<file path="config.mk">
export PLATFORM = sky130hd
export DESIGN_NAME = keyed_watchdog
export DESIGN_NICKNAME = d
export VERILOG_FILES = /design/src/rtl/keyed_watchdog.sv
export SDC_FILE = /design/constraint.sdc
export NUM_CORES = 1
export LEC_CHECK = 0
export BUFFER_PORTS_ARGS = -buffer_cell sky130_fd_sc_hd__clkbuf_2
export CORE_ASPECT_RATIO = 0.7
export CORE_UTILIZATION = 40
export CTS_CLUSTER_DIAMETER = 100
export DETAILED_ROUTE_END_ITERATION = 8
export GPL_ROUTABILITY_DRIVEN = 0
export GPL_TIMING_DRIVEN = 1
export PLACE_DENSITY = 0.69
export SLEW_MARGIN = 20
export SYNTH_ARGS = -nofsm -noshare
export SYNTH_HDL_FRONTEND = slang
export SYNTH_SLANG_ARGS = --single-unit
export TNS_END_PERCENT = 100
</file>
<file path="constraint.sdc">
create_clock -name clk -period 5.95 [get_ports clk]
set_clock_uncertainty 0.15 [all_clocks]
set_input_delay 0 -clock clk [delete_from_list [all_inputs] [get_ports clk]]
set_output_delay 0 -clock clk [all_outputs]
set_load 0.01 [all_outputs]
</file>
<file path="src/rtl/keyed_watchdog.sv">
module keyed_watchdog #(
  parameter int ADDR_W     = 8,
  parameter int LEN_W      = 11,
  parameter int UNIT_TICKS = 512,
  parameter int HOLD_TICKS = 16,
  parameter int NLINES     = 16
) (
  input  logic              clk,
  input  logic              rst_n,
  input  logic              tick,
  input  logic              reg_wr,
  input  logic [ADDR_W-1:0] reg_addr,
  input  logic [31:0]       reg_wdata,
  output logic [31:0]       reg_rdata,
  output logic              rst_out,
  output logic              irq_out,
  output logic [NLINES-1:0] line_rst
);
  localparam int CNT_W  = LEN_W + $clog2(UNIT_TICKS) + 1;
  localparam int HOLD_W = $clog2(HOLD_TICKS + 1);
  localparam logic [ADDR_W-1:0] A_MODE = ADDR_W'(8'h00);
  localparam logic [ADDR_W-1:0] A_LEN  = ADDR_W'(8'h04);
  localparam logic [ADDR_W-1:0] A_KICK = ADDR_W'(8'h08);
  localparam logic [ADDR_W-1:0] A_SWR  = ADDR_W'(8'h14);
  localparam logic [ADDR_W-1:0] A_SYS  = ADDR_W'(8'h18);

  logic [6:0]        mode_q;
  logic [LEN_W-1:0]  len_q;
  logic [CNT_W-1:0]  cnt_q;
  logic              stage_q, irq_q;
  logic [HOLD_W-1:0] hold_q;
  logic [NLINES-1:0] lines_q;

  wire wr_mode = reg_wr && reg_addr == A_MODE && reg_wdata[31:24] == 8'h22;
  wire wr_len  = reg_wr && reg_addr == A_LEN  && reg_wdata[4:0] == 5'h08;
  wire wr_kick = reg_wr && reg_addr == A_KICK && reg_wdata == 32'h0000_1971;
  wire wr_swr  = reg_wr && reg_addr == A_SWR  && reg_wdata == 32'h0000_1209;
  wire wr_sys  = reg_wr && reg_addr == A_SYS  && reg_wdata[31:24] == 8'h88;

  wire [6:0]       mode_d = wr_mode ? (reg_wdata[6:0] & 7'h5F) : mode_q;
  wire [LEN_W-1:0] len_d  = wr_len ? reg_wdata[5 +: LEN_W] : len_q;
  wire [CNT_W-1:0] reload = CNT_W'(len_d) * CNT_W'(UNIT_TICKS);

  wire run        = mode_d[0];
  wire start      = mode_d[0] & ~mode_q[0];
  wire reload_now = wr_kick | start | (wr_len & mode_q[4]);
  wire expire     = run & tick & ~reload_now & (cnt_q <= CNT_W'(1));
  wire to_irq     = expire & mode_q[6] & mode_q[3] & ~stage_q;
  wire to_rst     = expire & ~to_irq;
  wire hold_on    = hold_q != '0;

  always_ff @(posedge clk or negedge rst_n) begin
    if (!rst_n) begin
      mode_q  <= '0;
      len_q   <= '0;
      cnt_q   <= '0;
      stage_q <= 1'b0;
      irq_q   <= 1'b0;
      hold_q  <= '0;
      lines_q <= '0;
    end else begin
      mode_q <= mode_d;
      len_q  <= len_d;
      if (wr_sys) lines_q <= reg_wdata[NLINES-1:0];

      if (!run) begin
        stage_q <= 1'b0;
        irq_q   <= 1'b0;
      end else if (reload_now) begin
        cnt_q   <= reload;
        stage_q <= 1'b0;
        irq_q   <= 1'b0;
      end else if (tick) begin
        if (expire) begin
          cnt_q   <= reload;
          stage_q <= to_irq;
          irq_q   <= to_irq;
        end else begin
          cnt_q <= cnt_q - CNT_W'(1);
        end
      end

      if (wr_swr || (to_rst && mode_q[2]))
        hold_q <= HOLD_W'(HOLD_TICKS);
      else if (tick && hold_on)
        hold_q <= hold_q - HOLD_W'(1);
    end
  end

  assign rst_out  = mode_q[1] ? hold_on : ~hold_on;
  assign irq_out  = irq_q;
  assign line_rst = lines_q;

  always_comb begin
    case (reg_addr)
      A_MODE:  reg_rdata = {25'b0, mode_q};
      A_LEN:   reg_rdata = 32'(len_q) << 5;
      A_SYS:   reg_rdata = 32'(lines_q);
      default: reg_rdata = '0;
    endcase
  end
endmodule


</file>
==> results of run 1 <==
## worst paths after layout
kind,startpoint,to
min in group asynchronous,rst_n,line_rst[8]
min,tick,hold_q[1]
max in group asynchronous,rst_n,cnt_q[3]
min reg2reg,cnt_q[7],cnt_q[7]
max reg2reg,cnt_q[11],cnt_q[2]
max,cnt_q[11],cnt_q[2]
## flip-flops by register name, indices dropped and copies added, names as in the netlist
name      flops
mode_q        6
irq_out       1
line_rst     16
hold_q        5
cnt_q        21
len_q        11
## worst max-delay path: stages, from the launching register on
cell and delay, ns:
dfrtp_1 0.42, or4_4 0.55, or4_4 0.47, or4_4 0.55, a21o_4 0.24, nand2_8 0.20, o21ai_0 0.11, mux2_2 0.28
## metal layers
layer / part of all wire, % / wire [µm] / GRT usage, %
met5: 0 / 0 / 0
met4: 0.91 / 82 / 5.584
met3: 6.0 / 541 / 5.057
met2: 45 / 4038 / 30.00
met1: 48 / 4390 / 29.92
## kinds of logic (layout without fill, tap and decap cells)
kind of cell               after synthesis  count (layout)  synth area share (%)
buffers and inverters                   41             128                 6.896
DFF                                     60              60                 42.66
adders and majority gates                4               4                 1.422
and+or+nand+nor                        124             124                 20.05
AOI/OAI and AO/OA                       70              70                 14.86
muxes                                   41              41                 12.76
other                                    1              16                0.1065
xor gates and xnor gates                 5               5                 1.244
## cells in the mapped netlist, drive strengths merged, types with 2 or more instances
library cell	count	area (µm²)
a21o	4	37.53
a21oi	11	55.05
a22o	16	140.1
a22oi	6	70.07
a2bb2oi	2	30.03
and2	3	18.77
and4b	2	20.02
buf	20	163.9
clkbuf	5	18.77
dfrtp	60	1501
ha	4	50.05
inv	16	60.06
mux2	31	349.1
mux2i	10	100.1
nand2	28	121.4
nand2b	6	37.54
nand3	10	55.05
nand4	5	31.28
nor2	22	82.58
nor3	14	75.07
nor3b	4	30.03
nor4	12	81.33
nor4b	5	43.79
o21ai	21	105.1
o31ai	3	22.52
or3	2	12.51
or4	6	56.30
xnor2	3	26.28
xor2	2	17.52
## per-stage QoR
| step | hold slack, ns | setup WS (ns) | area (µm²) | utilization (%) |
|---|---|---|---|---|
| floorplan | -0.4456 | 3.048 | 3576 | - |
| global placement | 0.06063 | 2.945 | 3944 | 46.52 |
| detailed placement | 0.06212 | 2.891 | 3944 | 46.52 |
| CTS | 0.01289 | 2.881 | 4451 | 52.49 |
| global route | 0.06459 | 2.703 | 4451 | 52.49 |
| finish | 0.01855 | 2.874 | 4451 | 52.49 |
## power groups by stage
stage               clock (mW)  combinational [mW]  sequential, mW
finish                   0.583               0.114           0.443
global placement             0               0.102           0.448
detailed placement           0               0.105           0.450
global route             0.609               0.131           0.445
floorplan                    0              0.0701           0.446
CTS                      0.591               0.116           0.443
## layout make-up
class | count | share of cell area, %
multi-input cells | 260 | 41.16
inverters | 16 | 1.349
flip-flops and latches | 60 | 33.74
clock buffers | 12 | 5.988
well taps | 120 | 3.374
repair buffers | 96 | 12.82
clock inverters | 4 | 1.574
## placed cells by master (no fill, tap or decap), types with 4 or more instances in the layout
master / instances
clkbuf_2: 77
dfrtp_1: 60
mux2_2: 31
nand2_1: 27
nor2_1: 22
dlygate4sd3_1: 17
inv_1: 16
a22o_1: 16
conb_1: 16
o21ai_0: 13
nor3_1: 13
nor4_1: 11
a21oi_1: 11
mux2i_1: 10
nand3_1: 9
clkbuf_16: 9
o21ai_1: 8
nand2b_1: 6
nor4b_1: 5
nand4_1: 5
a22oi_2: 5
nor3b_1: 4
ha_1: 4
==> results.toml, run 1 <==
[clock_tree]
max-clock-path-buffers = 2
clkSinkCount = 60
cts_tree = "yes"
cts_made_buffers = 9
cts.reportedPaths.clkPinSlew_ns = 0.05
cts-htree-levels = 3
cts_hold_repair.buffers = 17
source_to_sink_clock_delay_at_the_later_pin_of_the_worst_skew_pair_ns = 0.33
postCtsResizedCells = 0
clock-root-buffer = "clkbuf_16"
cts_post_setup_buffers_inserted = 0

[synth]
synth-async-reset-ratio_pct = 100.0
yosysWarningCount = 0
synth-edff-count = 0
syn_inst = 346
synth_sequential_area_ratio_pct = 42.66
ys_types = 54
synth_top_flop_cell = "dfrtp_1"
synth.avg_cell_area_um2 = 10.17
syn_area_mm2 = 0.003520
ys_seq_elements = 60

[power]
vdd.ir_drop.worst_uv = 200.3
tot_pwr_mw = 1.140
seq_power_share_pct = 38.8
share_clk_of_total_power_pct = 51.1
switchingPower_uw = 263.4
pwr-share-comb_pct = 10.0
power_leakage_nw = 2.166
power-per-cell-area_mw_per_mm2 = 256.2
power.share.switching_pct = 23.10
p_int_uw = 876.8

[worst_setup_path]
setup.worst_path.class = "register to register"
crit_required_ns = 6.02
setup.worst_path.start_class = "register"
setup.reg_to_reg.worst_slack_ns = 2.87
crit_end_element = "register"
worst-endpoint-arrival_ns = 3.14
worstPathMaxFanout = 26
depth_of_the_worst_register_to_register_path = 7

[sta]
achievable-frequency_ghz = 0.3251
tightest_slew_ns = 0.9160
final.min_clock_period_ns = 3.076
rsz0062_at_grt = "false"
slew_violations = 0
period_share_pct = 51.71
timing_hold_violations_final = 0
timing.max_slew.rel_slack_pct = 38.46
setup-violations-final = 0
totalNegativeSetupSlack_ns = 0

[global_routing]
grt_start_max_net_pins = 61
grt_first_pass_wirelength_um = 14320
gr-usage-all-layers_pct = 20.53
vias_in_the_first_global_route = 2819
grt.overflow.total = 0
antenna_found_initial = 0

[finish]
nFillCells = 754
drive_gt1_share_pct = 31.70
register_area_mm2 = 0.001501
final_net_count = 491
post_layout_nonfiller_instances = 568
area_growth_syn_to_layout_pct = 26.45
multiInputGateArea_mm2 = 0.001832
insertedDiodeCount = 0

[drt]
num_vias = 3036
initial_detailed_routing_violation_count = 176
drt-vias-per-instance = 5.345
wire_per_inst_um = 15.94
route.detailed.drc = 0
route.final.wire_length_um = 9052
drt_pre_antenna_iters = 4
drt.antenna.violating_nets = 0

[hold_path]
min_path_type = "input pin to register"
whs_path_depth = 4

[run]
maxCapViolCount = 0

[run_status]
outcome = "completed"

[floorplanning]
die_w_um = 114.1
start_util_pct = 41.51
placeableCoreArea_mm2 = 0.008478
rows = 28
die-area_mm2 = 0.009184
boundaryPins = 94
dieHeight_um = 80.48

[place]
numPortBuffers = 77
hpwlAfterDp_um = 6409
placed_cells_incl_taps = 535
Power figures use the tool's default switching activity.
==> run 2: changes to the inputs <==
- clock period: 5.95 -> 3 ns (I/O delays scaled with it)
==> run 2 against run 1 <==
Fmax increased by 4.6%; cell count grew 2.3%; critical path depth is the same; die area unchanged; largest cell class unchanged; worst hold slack improved by 0.014 ns; clock power rose by 61%.
==> results.toml, run 2 (synthesized netlist as in run 1, its figures left out) <==
[run_status]
outcome = "completed"

[finish]
post_layout_nonfiller_instances = 581
final_common_cell = "clkbuf_2"
area_growth_syn_to_layout_pct = 27.84
drive_gt1_share_pct = 33.19
insertedDiodeCount = 0
final_net_count = 505
largest_reg_flops = 21
finish.utilization_pct = 53.07
layout.cells.most_common_list = "clkbuf_2 (77), dfrtp_1 (60), mux2_2 (31)"
largest-register = "cnt_q"

[place]
hpwlAfterDp_um = 6842
placed_cells_incl_taps = 548
numPortBuffers = 77

[clock_tree]
cts-htree-levels = 3
cts_post_setup_buffers_inserted = 0
clkSinkCount = 60
cts_made_buffers = 9
max-clock-path-buffers = 2
source_to_sink_clock_delay_at_the_later_pin_of_the_worst_skew_pair_ns = 0.33
clock-root-buffer = "clkbuf_16"
cts_tree = "yes"
cts.reportedPaths.clkPinSlew_ns = 0.05

[sta]
final.min_clock_period_ns = 2.941
achievable-frequency_ghz = 0.3400
period_share_pct = 98.03
slew_violations = 0
timing.max_slew.rel_slack_pct = 34.49
hold_ws_ns = 0.03273
timing_hold_violations_final = 0
tightest_slew_ns = 0.9826
setup-violations-final = 0

[power]
power_leakage_nw = 2.206
tot_pwr_mw = 2.048
power-per-cell-area_mw_per_mm2 = 455.3
vdd.ir_drop.worst_uv = 372.1

[worst_setup_path]
max_stage_delay_ns = 0.55
crit_path_frequent_cell = "or4_4"
crit_end_element = "register"
critPathSlowestCell = "or4_4"
crit_buf_inv = 0
crit_required_ns = 3.05
timing.critical_path.max_delay_family = "simple AND/OR/NAND/NOR gates"
worst-endpoint-arrival_ns = 2.99
worstPathMaxFanout = 13
setup.worst_path.start_class = "register"
setup.worst_path.class = "register to register"
worstPathCellList = "or4_4, or4_4, or4_4, a21o_4, nand2_4, mux2i_1, a22oi_2"

[floorplanning]
die_w_um = 114.1
rows = 28
die-area_mm2 = 0.009184
start_util_pct = 41.51
dieHeight_um = 80.48
boundaryPins = 94
placeableCoreArea_mm2 = 0.008478

[drt]
drt.antenna.violating_nets = 0
drt-vias-per-instance = 5.404
wire_per_inst_um = 16.57
num_vias = 3140
initial_detailed_routing_violation_count = 204
route.final.wire_length_um = 9627
drt_pre_antenna_iters = 4
route.detailed.drc = 0

[global_routing]
vias_in_the_first_global_route = 3065
grt_use_met2_pct = 34.67
globalRoute.busiestLayer = "met2"
antenna_found_initial = 0
gr-usage-all-layers_pct = 21.92
grt.overflow.total = 0
grt.met3_usage_pct = 6.491
use_met1_pct = 29.28
grt_first_pass_wirelength_um = 15160
grt_start_max_net_pins = 40

[hold_path]
min_path_type = "input pin to register"

[run]
maxCapViolCount = 0
run 2: stage by stage:
stage	setup WS (ns)	setup TNS, ns	area [µm²]
floorplan	0.09798	0	3576
global placement	0.04919	0	4041
detailed placement	0.02032	0	4041
CTS	0.01558	0	4482
global route	-0.0001490	-0.0001490	4499
finish	0.05908	0	4499
run 2: worst paths after layout:
check / from / to / slack, ns / depth (start not counted)
min in group asynchronous: rst_n / line_rst[8] / 0.22 / 2
min reg2reg: cnt_q[7] / cnt_q[7] / 0.36 / 1
max: cnt_q[13] / cnt_q[13] / 0.06 / 7
max reg2reg: cnt_q[13] / cnt_q[13] / 0.06 / 7
min: tick / hold_q[1] / 0.03 / 4
max in group asynchronous: rst_n / mode_q[0] / 1.70 / 3
run 2: final cells by class:
class	instances	area (µm²)
inverters	16	60.06
clock buffers	13	260.3
flip-flops and latches	60	1501
well taps	120	150.1
multi-input cells	261	1849
fillers	778	3979
clock inverters	2	10.01
repair buffers	109	668.1
run 2: repair_timing:
| action | 4_1_cts | 5_1_grt |
|---|---|---|
| endpoints found under the setup margin | 0 | 10 |
| hold buffers | 17 | 0 |
| endpoints found under the hold margin | 70 | 0 |
| gates resized for setup | 0 | 2 |
run 2: per-layer routing:
metal	wire, µm	part of all wire, %	up-vias
met1	4439	46	1530
met2	4439	46	118
met4	99	1.0	0
met3	649	6.7	12
met5	0	0	-
li1	-	-	1480
run 2: report_power, final:
part / internal (mW) / switching (mW) / total, mW / leakage (nW)
combinational: 0.103 / 0.131 / 0.233 / 1.28
clock: 0.596 / 0.342 / 0.938 / 0.135
sequential: 0.848 / 0.0293 / 0.877 / 0.786
total: 1.55 / 0.502 / 2.05 / 2.21
run 2: worst reg2reg max path, stage by stage (launching register included):
cell and delay (ns):
dfrtp_1 0.39, or4_4 0.54, or4_4 0.43, or4_4 0.55, a21o_4 0.26, nand2_4 0.19
mux2i_1 0.24, a22oi_2 0.07
